**src/rtl/stage_irq_pkg.sv**
```systemverilog
package stage_irq_pkg;
  typedef enum logic [1:0] {
    SEL_LOW  = 2'd0,
    SEL_HIGH = 2'd1,
    SEL_DONE = 2'd2,
    SEL_NONE = 2'd3
  } rd_sel_e;
endpackage

```
**src/rtl/limit_tracker.sv**
```systemverilog
module limit_tracker #(
  parameter int STAGES = 12,
  parameter int IDX_W  = 4
) (
  input  logic              clk,
  input  logic              rst_n,
  input  logic              evt_valid,
  input  logic [IDX_W-1:0]  evt_stage,
  input  logic              evt_over,
  input  logic              touch_mode,
  input  logic [STAGES-1:0] enable,
  input  logic              rd_clr,
  output logic [STAGES-1:0] status,
  output logic [STAGES-1:0] level
);
  localparam logic [IDX_W:0] STAGE_LIM = (IDX_W+1)'(STAGES);

  for (genvar s = 0; s < STAGES; s++) begin : g_stage
    logic hit;
    logic nxt_lvl;
    logic set_bit;
    assign hit = evt_valid && (evt_stage == IDX_W'(s));

    always_comb begin
      nxt_lvl = hit ? evt_over : level[s];
      if (touch_mode) set_bit = hit && enable[s] && (evt_over != level[s]);
      else            set_bit = hit && enable[s] && evt_over;
    end

    always_ff @(posedge clk) begin
      if (!rst_n) begin
        level[s]  <= 1'b0;
        status[s] <= 1'b0;
      end else begin
        level[s] <= nxt_lvl;
        if (set_bit)                 status[s] <= 1'b1;
        else if (rd_clr && !nxt_lvl) status[s] <= 1'b0;
      end
    end
  end

  AST_MASK_GUARD: assert property (@(posedge clk) disable iff (!rst_n)
    ((status & ~$past(status) & ~$past(enable)) == '0));

  AST_CLR_KEEP: assert property (@(posedge clk) disable iff (!rst_n)
    (rd_clr && !evt_valid) |=> (status == ($past(status) & $past(level))));

  AST_SET_WINS: assert property (@(posedge clk) disable iff (!rst_n)
    (evt_valid && ({1'b0, evt_stage} < STAGE_LIM) && enable[evt_stage] && evt_over && !touch_mode)
    |=> status[$past(evt_stage)]);

  AST_TOUCH_QUIET: assert property (@(posedge clk) disable iff (!rst_n)
    (touch_mode && evt_valid && ({1'b0, evt_stage} < STAGE_LIM) && !rd_clr &&
     (evt_over == level[evt_stage])) |=> (status == $past(status)));
endmodule

```
**src/rtl/done_tracker.sv**
```systemverilog
module done_tracker #(
  parameter int SLOTS = 13,
  parameter int IDX_W = 4
) (
  input  logic             clk,
  input  logic             rst_n,
  input  logic             evt_valid,
  input  logic [IDX_W-1:0] evt_stage,
  input  logic             evt_done,
  input  logic [SLOTS-1:0] enable,
  input  logic             rd_clr,
  output logic [SLOTS-1:0] status
);
  localparam logic [IDX_W:0] SLOT_LIM = (IDX_W+1)'(SLOTS);

  for (genvar s = 0; s < SLOTS; s++) begin : g_slot
    logic set_bit;
    assign set_bit = evt_valid && evt_done && enable[s] && (evt_stage == IDX_W'(s));

    always_ff @(posedge clk) begin
      if (!rst_n)       status[s] <= 1'b0;
      else if (set_bit) status[s] <= 1'b1;
      else if (rd_clr)  status[s] <= 1'b0;
    end
  end

  AST_DONE_CLEAR: assert property (@(posedge clk) disable iff (!rst_n)
    (rd_clr && !evt_valid) |=> (status == '0));

  AST_DONE_SET: assert property (@(posedge clk) disable iff (!rst_n)
    (evt_valid && evt_done && ({1'b0, evt_stage} < SLOT_LIM) && enable[evt_stage])
    |=> status[$past(evt_stage)]);
endmodule

```
**src/rtl/irq_driver.sv**
```systemverilog
module irq_driver #(
  parameter int STAGES = 12,
  parameter int SLOTS  = 13
) (
  input  logic              clk,
  input  logic              rst_n,
  input  logic [STAGES-1:0] low_st,
  input  logic [STAGES-1:0] high_st,
  input  logic [SLOTS-1:0]  done_st,
  input  logic [STAGES-1:0] en_low,
  input  logic [STAGES-1:0] en_high,
  input  logic [SLOTS-1:0]  en_done,
  input  logic              active_high,
  output logic              pin
);
  logic irq_raw;
  logic irq_q;

  assign irq_raw = (|(low_st & en_low)) | (|(high_st & en_high)) | (|(done_st & en_done));

  always_ff @(posedge clk) begin
    if (!rst_n) irq_q <= 1'b0;
    else        irq_q <= irq_raw;
  end

  assign pin = active_high ? irq_q : ~irq_q;
endmodule

```
**src/rtl/stage_irq_ctrl.sv**
```systemverilog
module stage_irq_ctrl #(
  parameter int STAGES = 12,
  parameter int SLOTS  = 13,
  parameter int DATA_W = 16
) (
  input  logic                     clk,
  input  logic                     rst_n,
  input  logic                     evt_valid,
  input  logic [$clog2(SLOTS)-1:0] evt_stage,
  input  logic                     evt_low,
  input  logic                     evt_high,
  input  logic                     evt_done,
  input  logic                     touch_mode,
  input  logic [STAGES-1:0]        en_low,
  input  logic [STAGES-1:0]        en_high,
  input  logic [SLOTS-1:0]         en_done,
  input  logic                     irq_active_high,
  input  logic                     rd_en,
  input  logic [1:0]               rd_sel,
  output logic [DATA_W-1:0]        rd_data,
  output logic                     irq_pin
);
  import stage_irq_pkg::*;

  localparam int IDX_W = $clog2(SLOTS);

  rd_sel_e           sel;
  logic [STAGES-1:0] low_st, high_st, low_lvl, high_lvl;
  logic [SLOTS-1:0]  done_st;
  logic              clr_low, clr_high, clr_done;

  assign sel      = rd_sel_e'(rd_sel);
  assign clr_low  = rd_en && (sel == SEL_LOW);
  assign clr_high = rd_en && (sel == SEL_HIGH);
  assign clr_done = rd_en && (sel == SEL_DONE);

  limit_tracker #(.STAGES(STAGES), .IDX_W(IDX_W)) u_low (
    .clk(clk), .rst_n(rst_n), .evt_valid(evt_valid), .evt_stage(evt_stage),
    .evt_over(evt_low), .touch_mode(touch_mode), .enable(en_low),
    .rd_clr(clr_low), .status(low_st), .level(low_lvl)
  );

  limit_tracker #(.STAGES(STAGES), .IDX_W(IDX_W)) u_high (
    .clk(clk), .rst_n(rst_n), .evt_valid(evt_valid), .evt_stage(evt_stage),
    .evt_over(evt_high), .touch_mode(touch_mode), .enable(en_high),
    .rd_clr(clr_high), .status(high_st), .level(high_lvl)
  );

  done_tracker #(.SLOTS(SLOTS), .IDX_W(IDX_W)) u_done (
    .clk(clk), .rst_n(rst_n), .evt_valid(evt_valid), .evt_stage(evt_stage),
    .evt_done(evt_done), .enable(en_done), .rd_clr(clr_done), .status(done_st)
  );

  irq_driver #(.STAGES(STAGES), .SLOTS(SLOTS)) u_irq (
    .clk(clk), .rst_n(rst_n), .low_st(low_st), .high_st(high_st), .done_st(done_st),
    .en_low(en_low), .en_high(en_high), .en_done(en_done),
    .active_high(irq_active_high), .pin(irq_pin)
  );

  always_comb begin
    case (sel)
      SEL_LOW:  rd_data = DATA_W'(low_st);
      SEL_HIGH: rd_data = DATA_W'(high_st);
      SEL_DONE: rd_data = DATA_W'(done_st);
      default:  rd_data = '0;
    endcase
  end

  AST_PIN_IDLE: assert property (@(posedge clk) disable iff (!rst_n)
    $past(((low_st & en_low) == '0) && ((high_st & en_high) == '0) && ((done_st & en_done) == '0))
    |-> (irq_pin == !irq_active_high));

  AST_PIN_BUSY: assert property (@(posedge clk) disable iff (!rst_n)
    $past(((low_st & en_low) != '0) && rst_n) |-> (irq_pin == irq_active_high));
endmodule

```
**config.mk**
```make
export PLATFORM = sky130hd
export DESIGN_NAME = stage_irq_ctrl
export DESIGN_NICKNAME = d
export VERILOG_FILES = /design/src/rtl/stage_irq_pkg.sv /design/src/rtl/limit_tracker.sv /design/src/rtl/done_tracker.sv /design/src/rtl/irq_driver.sv /design/src/rtl/stage_irq_ctrl.sv
export SDC_FILE = /design/constraint.sdc
export NUM_CORES = 1
export LEC_CHECK = 0
export ABC_CLOCK_PERIOD_IN_PS = 1500
export BUFFER_PORTS_ARGS = -buffer_cell sky130_fd_sc_hd__buf_2
export CORE_ASPECT_RATIO = 0.5
export CORE_MARGIN = 3
export CORE_UTILIZATION = 50
export DETAILED_ROUTE_END_ITERATION = 12
export PLACE_DENSITY_LB_ADDON = 0.12
export SLEW_MARGIN = 40
export SYNTH_ARGS = -nofsm -noshare
export SYNTH_HDL_FRONTEND = slang
export SYNTH_SLANG_ARGS = --single-unit
```
**constraint.sdc**
```tcl
create_clock -name clk -period 1.5 [get_ports clk]
set_clock_uncertainty 0.05 [all_clocks]
set_input_delay 0.075 -clock clk [delete_from_list [all_inputs] [get_ports clk]]
set_output_delay 0.075 -clock clk [all_outputs]
set_load 0.01 [all_outputs]
```
[Yosys cells after proc, flatten, opt, wreduce, memory -nomap -nowiden]
Index checks and enable logic that the tools add are counted.
Storage, ports and cells
  register bits: 62
  bits in latches: 0
  bits in writable memories: 0
  bits in read-only memories: 0
  output and inout port bits: 17
  memories: 0
Operators by class
  add/subtract/negate cells: 0
  $mul: 0
  div/mod/pow operators: 0
  $lt $le $gt $ge: 0
  eq/ne operators: 38
  shifts and indexed selects: 0
  multiplexer cells: 112
  bitwise logic cells: 6
  reduce and logical (&&, ||, !) cells: 204
Operators with widths (count)
  logical AND 1 bit: 138
  two-way mux 1 bit: 111
  nonzero test 2 bit: 37
  one-hot mux 13 bit (3 select lines): 1
  bitwise AND 12 bit: 2
  zero test 1 bit: 24
  != test 1 bit: 24
  OR reduction 12 bit: 2
  == test 4 bit, second input constant: 5
  == test 4 x 3 -> 1 bit, second input constant: 4
  bitwise AND 13 bit: 1
  OR reduction 13 bit: 1
  == test 4 x 2 -> 1 bit, second input constant: 2
  == test 4 x 1 -> 1 bit, second input constant: 1
  zero test 4 bit: 1
  == test 2 x 1 -> 1 bit, second input constant: 1
  == test 2 bit, second input constant: 1
  zero test 2 bit: 1
  bitwise OR 1 bit: 2
  NOT 1 bit: 1

[Longest topological paths before layout]
Gate-level depths: netlist of run 1.
  word-level depth: 7
  mapped depth: 6
  depth with buffers taken out: 4

[By module]
Synthesis of run 1 repeated with hierarchy kept, for this count alone.
Unflattened totals
  cell total of the unflattened synthesis: 454
  area total of the unflattened synthesis: 3713.6 um^2
By module, submodules not included
  limit_tracker: times used 2, cells each 178, area each 1323.8 um^2, sequential area each 480.5 um^2
  done_tracker: times used 1, cells each 36, area each 500.5 um^2, sequential area each 260.2 um^2
  stage_irq_ctrl: times used 1, cells each 37, area each 337.8 um^2, sequential area each 0.0 um^2
  irq_driver: times used 1, cells each 25, area each 227.7 um^2, sequential area each 20.0 um^2

[Worst setup path before layout of run 1]
Ideal clock, no wire load.
  kind: register -> register
  from: register u_high.status[11]
  to: register u_irq.irq_q
  setup time: 0.125 ns
  data arrival time: 1.105 ns
  path slack: 0.220 ns
  cell stages (with the launch flop): 5
  path buffers: 0
  clock period less this slack: 1.280 ns
  cell sequence: dfxtp_1 -> a22o_1 -> a221oi_1 -> nand4_1 -> o41a_1
Between the ends
  longest elaborated chain between the ends: 4
Ends and longest elaborated chain
  start, declared: RTL line limit_tracker.sv:13  | output logic [STAGES-1:0] status,
  start signal, assigned by index: RTL line limit_tracker.sv:33  | status[s] <= 1'b0;
  start signal, assigned by index: RTL line limit_tracker.sv:36  | if (set_bit) status[s] <= 1'b1;
  start signal, assigned by index: RTL line limit_tracker.sv:37  | else if (rd_clr && !nxt_lvl) status[s] <= 1'b0;
  bitwise AND 12 bit: RTL line irq_driver.sv:19  | assign irq_raw = (|(low_st & en_low)) | (|(high_st & en_high)) | (|(done_st & en_done));
  OR reduction 12 bit: RTL line irq_driver.sv:19
  bitwise OR 1 bit (2 in a row): RTL line irq_driver.sv:19
  end signal, assigned: RTL line irq_driver.sv:23  | else irq_q <= irq_raw;
  end, declared: RTL line irq_driver.sv:17  | logic irq_q;
No other way between the ends.
A chain may end at the register's enable or synchronous reset.

[Worst setup path in the final report of run 1]
  from: register u_high.status[5]
  to: register u_irq.irq_q
Same word-level chain as after synthesis.

==> run_results.csv, run 1 <==
group,metric,value,unit
status,status,"complete, no violations",
worst_setup_path,r2r_start,"u_high.status[5]",
timing,maxSlewViolCount,0,
global_routing,antenna_found_initial,0,
power_and_ir_drop,power.total,4069,uW
timing,worstMarginPinSlew,652.0,ps
global_routing,grt_start_max_net_pins,24,
worst_setup_path,r2r_cells,4,
synth,synth_edf_count,0,
placement,port_buffers,65,
die,die-area,8452,sq um
synth,synth.most_common_cell,"dfxtp_1",
worst_setup_path,path_cells,"a22o_1, a221oi_1, nand4_1, o41a_1",
synth,synth_top_area_frac,0.3388,
finish,fill_cells,642,
job,maxCapViolations,0,
synth,syn-cell-area,3664,sq um
synth,ys_ff_latch,62,
timing,hold_viol_final,0,
synth,synthCells,452,
finish,diodes,0,
worst_setup_path,required,1660,ps
timing,post-route-period-util,0.9670,
timing,max_freq,689.4,MHz
routing,first_pass_iters,5,
global_routing,grt_usage,0.2934,
worst_setup_path,criticalPathCategory,"reg2reg",
power_and_ir_drop,share_seq_of_total_power,0.413,
worst_hold_path,hp-class,"in2reg",
die,start_util,0.5322,
timing,fin_crit,1450,ps
worst_setup_path,cp_slowest_cell,"o41a_1",
timing,rsz0062_at_grt,"false",
worst_setup_path,startpoint_type,"flop",
synth,avgSynthCellArea,8.105,sq um
worst_hold_path,min_from,"en_done[1]",
cts,cts_tree,"done",
synth,synthTopCellsByCount,"62 x dfxtp_1, 50 x nand2_1, 38 x a21boi_0",
cts,cts_buffer_depth,2,
finish,syn_to_final_growth,23.67,%
routing,wirelength,11.96,mm
power_and_ir_drop,clkPwrFrac,0.464,
worst_hold_path,hold_end,"u_done.status[1]",
power_and_ir_drop,switchingPower,1035,uW
routing,drtIter0Drc,404,
timing,setup_tns,0,ps
routing,routed_via_density,6.163,
die,die_y,66.53,um
power_and_ir_drop,sw_frac_of_total,0.2545,
cts,root_buffer,"clkbuf_16",
synth,synth.top_cells.by_area,"dfxtp_1 34%, a21boi_0 7.8%, a21boi_1 7.0%",
cts,cts-buffers-inserted,9,
cts,clkSinkCount,62,
synth,synthArstFlopShare,0,
worst_setup_path,r2r_slack,50,ps
power_and_ir_drop,ir_drop,0.0006781,V
synth,ys_seq_area_frac,0.3388,
worst_setup_path,cp_max_fo,4,
cts,h-tree-depth,3,
global_routing,grt_overflow,0,
power_and_ir_drop,power_frac_comb,0.123,
die,die_width,127.1,um
placement,dpl.hpwl,8.558,mm
routing,drcViolationCount,0,
timing,setup_slack,49.52,ps
placement,dp_slack,52.42,ps
timing,whs,10.46,ps
cts,clk_pin_slew_worst_paths,50,ps
synth,synth_cell_types,38,
die,rows,21,
timing,setup_viol,0,
power_and_ir_drop,powerDensity,898.0,nW/um^2
finish,nNetsFinal,580,
worst_setup_path,r2r_end,"u_irq.irq_q",
routing,ant_nets,0,
worst_setup_path,slowest_delay,330,ps
die,io_pins,69,
timing,slew_headroom,0.5644,
global_routing,grt_pass1_vias,3498,
cts,clk-insertion-delay-late,330,ps
worst_hold_path,min_path_cells,3,
placement,gp_congestion,0.9194,
synth,synthFlopType,"dfxtp_1",
power_and_ir_drop,leakage,0.001673,uW
power_and_ir_drop,power.internal,3033,uW
routing,wl_per_cell,19.14,um
synth,yosysTopAreaCell,"dfxtp_1",
global_routing,grt_pass1_wl,18.89,mm
finish,drive_gt1_frac,0.2158,
routing,via_count,3852,
worst_setup_path,end_kind,"flop",
synth,yosys_warnings,0,
worst_setup_path,cp.arrival,1610,ps
die,core-area,6884,sq um
metrics by stage:
stage | area, sq um | std cells | util
floorplan | 3671 | 454 | -
global placement | 4212 | 604 | 0.6118
detailed placement | 4212 | 604 | 0.6118
CTS | 4524 | 625 | 0.6572
global route | 4531 | 625 | 0.6581
finish | 4531 | 625 | 0.6581
routing by layer:
metal	GRT usage	vias up	wire (um)
met5	0	-	0
met4	0.09358	0	193
met3	0.07526	19	1355
met2	0.4204	200	4867
met1	0.4269	1814	5545
li1	-	1819	-
flip-flops by register name (all words and copies together), names as in the netlist:
name and flops:
u_done.status 13, u_high.level 12, u_high.status 12, u_irq.irq_q 1, u_low.level 12, u_low.status 12
cells by family (layout without fill, tap and decap cells):
family,count (synthesis),count (layout),synth area share
AO/OA/AOI/OAI,212,212,0.3904
other,1,3,0.001024
flip-flops,62,62,0.3388
multiplexers,12,12,0.03279
buffers and inverters,35,114,0.04713
XOR/XNOR,1,1,0.002391
AND/OR/NAND/NOR,129,129,0.1875
power groups by stage:
stage / clock network [uW] / registers (uW) / logic, uW
2_1_floorplan: 0 / 1710 / 249
3_3_place_gp: 0 / 1710 / 475
3_5_place_dp: 0 / 1710 / 479
4_1_cts: 1910 / 1680 / 491
5_1_grt: 1990 / 1680 / 538
6_report: 1890 / 1680 / 502
worst max-delay path, delay by kind of cell, from the launching register on:
family	cells	cell delay [ps]
flip-flops	1	320
AO/OA/AOI/OAI	3	830
AND/OR/NAND/NOR	1	130
worst max-delay path by stage:
stage,start,to,slack [ps]
finish,u_high.status[5],u_irq.irq_q,50
floorplan,u_high.status[11],u_irq.irq_q,220
global route,u_high.status[5],u_irq.irq_q,6
global placement,u_high.status[6],u_irq.irq_q,30
detailed placement,u_high.status[6],u_irq.irq_q,50
CTS,en_done[7],u_irq.irq_q,6
placed cells by master, fill, tap and decap left out, types with 17 or more instances in the layout:
cell	instances
buf_4	23
o21ai_0	36
a21oi_1	25
dfxtp_1	62
a21boi_1	34
o21ai_1	18
o21a_1	24
a21boi_0	38
buf_2	65
nor2b_1	17
nand2_1	50
timing repair:
item	CTS	global route
hold buffers	5	0
setup endpoints to repair	0	1
hold endpoints to repair	5	0
resized for setup	0	1
setup buffers	0	0
layout make-up:
cell class	count	area, sq um	share of cell area
multi-input cells	357	2263	0.4996
flip-flops and latches	62	1241	0.2740
repair buffers	98	648.1	0.1431
clock buffers	15	257.7	0.05689
well taps	92	115.1	0.02541
clock inverters	1	5.005	0.001105
No activity file was read; power rests on OpenSTA's default activity.
==> inputs of run 2 (changes only) <==
- BUFFER_PORTS_ARGS: -buffer_cell sky130_fd_sc_hd__buf_2 -> default
- DONT_BUFFER_PORTS: default -> 1
==> run 2 against run 1 <==
Compared with the run above: the run now ends with hold timing left; critical endpoint unchanged; highest routed layer unchanged; via count is 2.9% lower; power is 8.8% higher; die area unchanged; largest cell class unchanged.
==> run_results.csv, run 2 (synthesis results as in run 1) <==
group,metric,value,unit
finish,fill_cells,594,
finish,final_area,4322,sq um
finish,drive_gt1_frac,0.08879,
worst_setup_path,r2r_slack,60,ps
global_routing,antenna_found_initial,0,
worst_hold_path,hp-class,"in2reg",
finish,final_common_cell,"dfxtp_1",
power_and_ir_drop,clkPwrFrac,0.540,
routing,wl_per_cell,22.72,um
placement,gp_congestion,0.9223,
finish,nNetsFinal,520,
routing,via_count,3740,
die,die_y,66.53,um
worst_setup_path,startpoint_type,"flop",
routing,drcViolationCount,0,
worst_hold_path,hold_end,"u_irq.irq_q",
timing,fin_crit,1444,ps
status,violations,"hold timing",
timing,worstMarginPinSlew,778.9,ps
global_routing,grt_pass1_wl,19.45,mm
worst_hold_path,min_from,"en_low[5]",
power_and_ir_drop,powerDensity,1024,nW/um^2
routing,wirelength,12.83,mm
worst_setup_path,r2r_cells,4,
power_and_ir_drop,power.internal,3431,uW
power_and_ir_drop,leakage,0.001421,uW
cts,h-tree-depth,3,
worst_setup_path,r2r_end,"u_irq.irq_q",
cts,cts_tree,"done",
power_and_ir_drop,share_seq_of_total_power,0.379,
die,die-area,8452,sq um
finish,syn_to_final_growth,17.96,%
cts,clk_pin_slew_worst_paths,50,ps
cts,clkSinkCount,62,
cts,clk-insertion-delay-late,330,ps
timing,max_freq,692.4,MHz
finish,top_register,"u_done.status",
timing,setup_tns,0,ps
die,die_width,127.1,um
job,maxCapViolations,0,
cts,cts_post_setup_buffers_inserted,0,
die,core-area,6884,sq um
placement,dpl.hpwl,8.495,mm
timing,hold_viol_final,1,
cts,root_buffer,"clkbuf_16",
power_and_ir_drop,switchingPower,994.2,uW
timing,whs,-1.153,ps
routing,ant_nets,0,
timing,slew_headroom,0.4790,
finish,final_cell_mix,"62 x dfxtp_1, 50 x nand2_1, 38 x a21boi_0, 36 x o21ai_0, 34 x a21boi_1",
global_routing,grt_overflow,0,
power_and_ir_drop,power_frac_comb,0.081,
worst_setup_path,required,1670,ps
routing,drtIter0Drc,440,
power_and_ir_drop,ir_drop,0.0006004,V
cts,cts_buffer_depth,2,
global_routing,grt_usage,0.3050,
global_routing,grt_start_max_net_pins,63,
timing,setup_viol,0,
routing,routed_via_density,6.619,
die,io_pins,69,
routing,first_pass_iters,5,
finish,largest_reg_flops,13,
die,rows,21,
worst_setup_path,cp_max_fo,4,
worst_hold_path,min_path_cells,3,
worst_setup_path,end_kind,"flop",
worst_setup_path,criticalPathCategory,"reg2reg",
worst_setup_path,cp.arrival,1610,ps
timing,maxSlewViolCount,0,
cts,cts-buffers-inserted,9,
finish,diodes,0,
placement,place_area,3711,sq um
power_and_ir_drop,sw_frac_of_total,0.2247,
timing,post-route-period-util,0.9629,
die,start_util,0.5322,
status,status,"finished with violations",
worst_setup_path,r2r_start,"u_high.status[6]",
finish,utilization,0.6278,
placement,port_buffers,0,
global_routing,grt_pass1_vias,3539,
==> run 2: cell count changes in the layout (fill, tap and decap cells not counted), moves of 2 or more <==
cell and delta:
buf_2 -65, bufinv_16 +3, clkinv_2 +2, buf_12 -4, dlygate4sd3_1 +19, clkbuf_1 -5, buf_4 -10
==> run 2: area by class of cell <==
type	instances	area (sq um)	area share
Clock buffer	9	225.2	0.05211
Timing Repair Buffer	38	357.8	0.08280
Multi-Input combinational cell	357	2270	0.5252
Tap cell	92	115.1	0.02664
Sequential cell	62	1241	0.2872
Clock inverter	7	112.6	0.02606
==> run 2: worst max-delay path by stage <==
| stage | startpoint | end | slack [ps] | depth (start not counted) |
|---|---|---|---|---|
| floorplan | u_high.status[11] | u_irq.irq_q | 220 | 4 |
| global placement | u_high.status[11] | u_irq.irq_q | 60 | 4 |
| detailed placement | u_high.status[0] | u_irq.irq_q | 60 | 4 |
| CTS | u_high.status[0] | u_irq.irq_q | 50 | 4 |
| global route | u_high.status[6] | u_irq.irq_q | -40 | 4 |
| finish | u_high.status[6] | u_irq.irq_q | 60 | 4 |
==> run 2: critical path, stage by stage, from the launching register on <==
cell,delay (ps)
dfxtp_1,340
a22o_1,220
a221oi_1,220
nand4_1,170
o41a_1,330
==> run 2: metrics by stage <==
step	hold slack, ps	std cells	power, uW	worst slack (ps)
2_1_floorplan	187.7	454	1958	219.7
3_3_place_gp	148.6	524	1953	57.48
3_5_place_dp	151.4	524	1957	61.51
4_1_cts	1.068	565	4427	50.56
5_1_grt	18.65	565	4523	-37.28
6_report	-1.153	565	4425	55.70
==> run 2: metal layers <==
layer | track usage | vias up | wire [um]
met1 | 0.4005 | 1811 | 5424
met5 | 0 | - | 0
met4 | 0.09225 | 0 | 206
met2 | 0.4526 | 208 | 5403
met3 | 0.1329 | 25 | 1799
li1 | - | 1696 | -
==> run 2: timing repair <==
action / 4_1_cts / 5_1_grt
setup endpoints to repair: 0 / 1
hold buffers: 25 / 0
resized for setup: 0 / 2
endpoints found under the hold margin: 62 / 0
==> run 2: power groups by stage <==
| stage | clock, uW | combinational (uW) | sequential, uW |
|---|---|---|---|
| finish | 2390 | 356 | 1680 |
| global route | 2470 | 374 | 1680 |
| CTS | 2410 | 343 | 1680 |
| detailed placement | 0 | 245 | 1710 |
| global placement | 0 | 241 | 1710 |
| floorplan | 0 | 249 | 1710 |
